**src/rtl/fsr_pkg.sv**
```systemverilog
package fsr_pkg;
  localparam int W        = 32;
  localparam int NIB_W    = 4;
  localparam int NFLD     = W / NIB_W;
  localparam int FLD_W    = $clog2(NFLD);
  localparam int BIT_W    = $clog2(W);
  localparam int EN_SHIFT = 22;

  localparam logic [W-1:0] NEW_BIT   = 32'h8000_0000;
  localparam logic [W-1:0] TRAP_BIT  = 32'h4000_0000;
  localparam logic [W-1:0] INV_BIT   = 32'h2000_0000;
  localparam logic [W-1:0] CLASS_MSK = 32'h3FF8_0700;
  localparam logic [W-1:0] SUB_MSK   = 32'h01F8_0700;
  localparam logic [W-1:0] STICKY    = 32'h9FF8_0700;
  localparam logic [W-1:0] RES_MSK   = 32'h0001_F000;
  localparam logic [W-1:0] EN_MSK    = 32'h0000_00F8;
  localparam int REC_FLD = 1;
  localparam int CC_LO   = 12;

  typedef enum logic [2:0] {
    OP_ARITH = 3'd0,
    OP_CMP   = 3'd1,
    OP_COPY  = 3'd2,
    OP_IMM   = 3'd3,
    OP_LOAD  = 3'd4,
    OP_BSET  = 3'd5,
    OP_BCLR  = 3'd6,
    OP_NONE  = 3'd7
  } op_e;
endpackage

```
**src/rtl/fsr_except_merge.sv**
```systemverilog
module fsr_except_merge
  import fsr_pkg::*;
(
  input  logic [W-1:0] cur,
  input  logic [W-1:0] cx,
  output logic [W-1:0] nxt,
  output logic         fex_hit
);
  logic [W-1:0] r;
  logic [W-1:0] en_al;

  always_comb begin
    r       = cur;
    en_al   = '0;
    fex_hit = 1'b0;
    if (cx != '0) begin
      r = r & ~NEW_BIT;
      if (((cx ^ r) & CLASS_MSK) != '0) r = r | NEW_BIT;
      en_al = (r & EN_MSK) << EN_SHIFT;
      if ((cx & en_al) != '0) begin
        r       = r | TRAP_BIT;
        fex_hit = 1'b1;
      end
      if ((cx & RES_MSK) != '0) r = r & ~RES_MSK;
      if ((cx & SUB_MSK) != '0) r = r | INV_BIT;
      r = r | cx;
    end
    nxt = r;
  end
endmodule

```
**src/rtl/fsr_field_mask.sv**
```systemverilog
module fsr_field_mask
  import fsr_pkg::*;
#(
  parameter int N_FLD = NFLD,
  parameter int FW    = NIB_W,
  localparam int TW   = N_FLD * FW
) (
  input  logic [N_FLD-1:0] fmask,
  output logic [TW-1:0]    wmask
);
  for (genvar i = 0; i < N_FLD; i++) begin : g_nib
    assign wmask[i*FW +: FW] = {FW{fmask[i]}};
  end
endmodule

```
**src/rtl/fsr_nib_pick.sv**
```systemverilog
module fsr_nib_pick
  import fsr_pkg::*;
(
  input  logic [W-1:0]     word,
  input  logic [FLD_W-1:0] fld,
  output logic [NIB_W-1:0] nib,
  output logic [W-1:0]     nmask,
  output logic [BIT_W-1:0] sh
);
  localparam logic [W-1:0] ONE_NIB = W'((1 << NIB_W) - 1);

  always_comb begin
    sh    = BIT_W'((NFLD - 1 - int'(fld)) * NIB_W);
    nib   = NIB_W'(word >> sh);
    nmask = ONE_NIB << sh;
  end
endmodule

```
**src/rtl/fsr_unit.sv**
```systemverilog
module fsr_unit
  import fsr_pkg::*;
(
  input  logic             clk,
  input  logic             rst,
  input  logic             op_valid,
  input  logic [2:0]       op_sel,
  input  logic             op_rec,
  input  logic [31:0]      exc_vec,
  input  logic [2:0]       fld_dst,
  input  logic [2:0]       fld_src,
  input  logic [3:0]       imm4,
  input  logic [4:0]       bit_idx,
  input  logic [7:0]       fmask,
  input  logic [31:0]      src_word,
  output logic [31:0]      fsr_q,
  output logic [3:0]       cr_nib,
  output logic [2:0]       cr_fld,
  output logic             cr_we,
  output logic             trap_req
);
  logic [W-1:0]     merged;
  logic             fex_hit;
  logic [W-1:0]     load_wm;
  logic [NIB_W-1:0] src_nib;
  logic [W-1:0]     src_nmask;
  logic [BIT_W-1:0] src_sh;
  logic [NIB_W-1:0] dst_nib;
  logic [W-1:0]     dst_nmask;
  logic [BIT_W-1:0] dst_sh;

  logic [W-1:0]     fsr_d;
  logic [NIB_W-1:0] nib_d;
  logic [FLD_W-1:0] fld_d;
  logic             we_d;
  logic             trap_d;
  logic [BIT_W-1:0] bpos;

  fsr_except_merge u_merge (
    .cur     (fsr_q),
    .cx      (exc_vec),
    .nxt     (merged),
    .fex_hit (fex_hit)
  );

  fsr_field_mask #(.N_FLD(NFLD), .FW(NIB_W)) u_fmask (
    .fmask (fmask),
    .wmask (load_wm)
  );

  fsr_nib_pick u_src (
    .word  (fsr_q),
    .fld   (fld_src),
    .nib   (src_nib),
    .nmask (src_nmask),
    .sh    (src_sh)
  );

  fsr_nib_pick u_dst (
    .word  (fsr_q),
    .fld   (fld_dst),
    .nib   (dst_nib),
    .nmask (dst_nmask),
    .sh    (dst_sh)
  );

  always_comb begin
    fsr_d  = fsr_q;
    nib_d  = '0;
    fld_d  = '0;
    we_d   = 1'b0;
    trap_d = 1'b0;
    bpos   = BIT_W'(W - 1) - bit_idx;
    if (op_valid) begin
      case (op_e'(op_sel))
        OP_ARITH: begin
          fsr_d  = merged;
          trap_d = fex_hit;
          if (op_rec) begin
            we_d  = 1'b1;
            fld_d = FLD_W'(REC_FLD);
            nib_d = merged[W-1 -: NIB_W];
          end
        end
        OP_CMP: begin
          fsr_d  = merged;
          trap_d = fex_hit;
          we_d   = 1'b1;
          fld_d  = fld_dst;
          nib_d  = merged[CC_LO +: NIB_W];
        end
        OP_COPY: begin
          we_d  = 1'b1;
          fld_d = fld_dst;
          nib_d = src_nib;
          fsr_d = fsr_q & ~(src_nmask & STICKY);
        end
        OP_IMM:  fsr_d = (fsr_q & ~dst_nmask) | (W'(imm4) << dst_sh);
        OP_LOAD: fsr_d = (fsr_q & ~load_wm) | (src_word & load_wm);
        OP_BSET: fsr_d[bpos] = 1'b1;
        OP_BCLR: fsr_d[bpos] = 1'b0;
        default: ;
      endcase
    end
  end

  always_ff @(posedge clk) begin
    if (rst) begin
      fsr_q    <= '0;
      cr_nib   <= '0;
      cr_fld   <= '0;
      cr_we    <= 1'b0;
      trap_req <= 1'b0;
    end else begin
      fsr_q    <= fsr_d;
      cr_nib   <= nib_d;
      cr_fld   <= fld_d;
      cr_we    <= we_d;
      trap_req <= trap_d;
    end
  end
endmodule

```
**config.mk**
```make
export PLATFORM = sky130hd
export DESIGN_NAME = fsr_unit
export DESIGN_NICKNAME = d
export VERILOG_FILES = /design/src/rtl/fsr_pkg.sv /design/src/rtl/fsr_except_merge.sv /design/src/rtl/fsr_field_mask.sv /design/src/rtl/fsr_nib_pick.sv /design/src/rtl/fsr_unit.sv
export SDC_FILE = /design/constraint.sdc
export NUM_CORES = 1
export LEC_CHECK = 0
export CAP_MARGIN = 30
export CORE_UTILIZATION = 42
export DETAILED_ROUTE_END_ITERATION = 8
export PLACE_DENSITY = 0.78
export SYNTH_ARGS = -nofsm -noshare
export SYNTH_HDL_FRONTEND = slang
export SYNTH_SLANG_ARGS = --single-unit
```
**constraint.sdc**
```tcl
create_clock -name clk -period 2.81 [get_ports clk]
set_clock_uncertainty 0.2 [all_clocks]
set_input_delay 0.562 -clock clk [delete_from_list [all_inputs] [get_ports clk]]
set_output_delay 0.562 -clock clk [all_outputs]
set_load 0.02 [all_outputs]
```
==> results.cfg <==
[synthesis]
yosys-top-cells-count = 84 x nor2_1, 57 x o21ai_0, 47 x mux2i_1
synth_edf_count = 0
yosys.area_share.simple_pct = 23.0
ys_ff_latch = 41
ys.flop_type = dfxtp_1
synthesis.nets = 678
async_flop_share_pct = 0
seq_area_frac_synth_pct = 18.9
yosysWarnings = 0
synth_area_mm2 = 0.00434
synth_adder_area_share_pct = 3.75
yosysMostFrequentCell = nor2_1
yosysTopAreaCell = dfxtp_1
synth.area.top_cells = dfxtp_1 19%, mux2i_1 11%, nor2_1 7.3%, o21ai_0 6.6%, o211a_1 4.8%
synth_cells = 571
synth_cell_type_count = 66
synth_compound_area_share_pct = 30.4
avgSynthCellArea_um2 = 7.60
synthXorXnorAreaFrac_pct = 0.202
synthMuxAreaShare_pct = 16.9
synth_top_area_share_pct = 18.9
synth_top_family_by_area = compound AO/OA/AOI/OAI gates

[timing]
min_period_ns = 2.72
worstMarginPinSlew_ns = 0.647
rsz0062_at_grt = no
finalSetupTns_ns = 0
slew_viol_final = 0
finalHoldViolations = 0
fmax_mhz = 367
setup-violations-final = 0
slew_headroom_pct = 56.7
final.period_utilization_pct = 96.9

[grt]
grt-ovfl-total = 0
grt_max_degree = 31
first_global_vias = 5229
use_met3_pct = 5.10
use_met1_pct = 46.0
met2_usage_pct = 59.6
grt_antenna_before_repair = 1
grtUsageTotal_pct = 35.6
grt_pass1_wl_um = 29600
busiest_layer = met2

[floorplanning]
die_area_mm2 = 0.0107
start_util_pct = 43.8
core_area_mm2 = 0.00991
fp-row-count = 36
die_h_um = 104
die_x_um = 104
boundaryPins = 135

[setup_path]
worstPathMaxFanout = 6
crit_path_end_kind = register
criticalPathCategory = input port to register
cp.arrival_ns = 2.74
required_ns = 2.83
setup.worst_path.start_class = input port

[cts]
cts_made_buffers = 5
insertion_delay_ns = 0.30
cts_buffer_depth = 2
cts_root_buffer = clkbuf_8
htree_levels = 2
cts_tree = built
clkTransAtPathRegs_ns = 0.08
cts.sinks = 41

[route]
routed_wl_um = 20000
wl_per_cell_um = 22.3
drt-initial-drc-count = 795
ant_nets = 0
firstDrtPassIters = 6
via_count = 5705
drc_errors = 0
vias_per_cell = 6.37

[pwr]
comb_power_share_pct = 44.1
p_int_mw = 1.25
ir_drop_uv = 186
p_sw_share_pct = 36.3
switchingPower_uw = 713
power_leakage_nw = 2.70
p_seq_share_pct = 34.5
pwr-share-clk_pct = 21.4
power_density_mw_per_mm2 = 299

[final_layout]
fill_cells = 869
final_layout_size_suffix_gt1_share_pct = 18.2
antenna_cells = 0
utilization_pct = 66.3
fin_nets = 870
syn_to_final_growth_pct = 51.3
regArea_um2 = 821
multi_input_area_mm2 = 0.00329

[worst_hold_path]
hold_path_class = register to register

[run]
maxCapViolations = 0

[placement]
dp.final_hpwl_um = 15400
port_buffers = 134
globalplace.congestion = 0.983

[run_status]
status = finished clean
## power by group through the flow
stage	Combinational [mW]	Sequential [mW]	Clock, mW
4_1_cts	0.835	0.675	0.417
2_1_floorplan	0.373	0.703	0
3_3_place_gp	0.821	0.688	0
3_5_place_dp	0.829	0.689	0
5_1_grt	0.911	0.681	0.446
6_report	0.866	0.677	0.420
## cells in the final DEF, fill, tap and decap left out, types with 3 or more instances in the layout
cell and instances:
a21oi_1 36, a22oi_1 5, a31oi_1 16, and2_1 6, and3_1 3, buf_12 3
buf_4 88, clkbuf_8 6, clkdlybuf4s50_1 126, dfxtp_1 41, dlymetal6s2s_1 8, ha_1 13
inv_1 30, mux2_2 6, mux2i_1 47, mux4_2 8, nand2_1 11, nand2b_1 7
nand3_1 6, nand3b_1 8, nor2_1 84, nor2b_1 6, nor3_1 25, nor3b_1 8
nor4_1 4, o211a_1 21, o21a_1 3, o21ai_0 57, o221ai_1 6, o22a_1 12
o22ai_1 10, o32ai_2 6, or4_4 3
## state kept, by name, indices dropped and copies added (netlist names)
| signal | count |
|---|---|
| fsr_q | 32 |
| cr_nib | 4 |
| cr_fld | 3 |
| cr_we | 1 |
| trap_req | 1 |
## stage by stage
step	total power, mW	hold WS, ns	setup WS [ns]	std cells	area (µm²)
2_1_floorplan	1.08	0.388	0.284	571	4340
4_1_cts	1.93	0.359	0.00241	892	6470
6_report	1.96	0.367	0.0879	896	6570
3_5_place_dp	1.52	0.348	-0.395	885	6380
5_1_grt	2.04	0.390	0.00404	896	6570
3_3_place_gp	1.51	0.352	-0.280	885	6380
## final timing paths
kind / start / endpoint / slack (ns) / cells past startpoint
worst max-delay path: exc_vec[13] / fsr_q[9] / 0.09 / 8
worst min-delay path: fsr_q[10] / fsr_q[10] / 0.37 / 2
worst max register to register: fsr_q[21] / fsr_q[31] / 0.22 / 8
worst min register to register: fsr_q[10] / fsr_q[10] / 0.37 / 2
## critical path, stage by stage
cell and delay [ns]:
clkdlybuf4s50_1 0.42, or4_1 0.59, nor2_2 0.23, nand4_4 0.19
o21bai_4 0.31, buf_6 0.14, nor3_1 0.05, o32ai_2 0.25
## kinds of logic after synthesis
| kind of cell | after synthesis |
|---|---|
| and+or+nand+nor | 191 |
| xor gates and xnor gates | 1 |
| AOI/OAI and AO/OA | 190 |
| buffers and inverters | 73 |
| DFF | 41 |
| muxes | 62 |
| adders and majority gates | 13 |
## area by class of cell
class / instances / area share [%]
multi-input cells: 459 / 50.1
repair buffers: 226 / 31.9
flip-flops and latches: 41 / 12.5
well taps: 133 / 2.53
inverters: 30 / 1.71
clock buffers: 7 / 1.31
## metal layers
layer,routed length (µm),vias up
li1,-,2519
met4,850,2
met2,9180,429
met1,7730,2682
met5,13,-
met3,2210,73
## repair_timing
item	CTS	global route
gates resized for setup	1	16
hold buffers	0	0
setup buffers	0	2
cloned	0	2
pin swaps	0	8
setup endpoints to repair	2	19
Note: power is estimated with default switching activity, not from simulation.
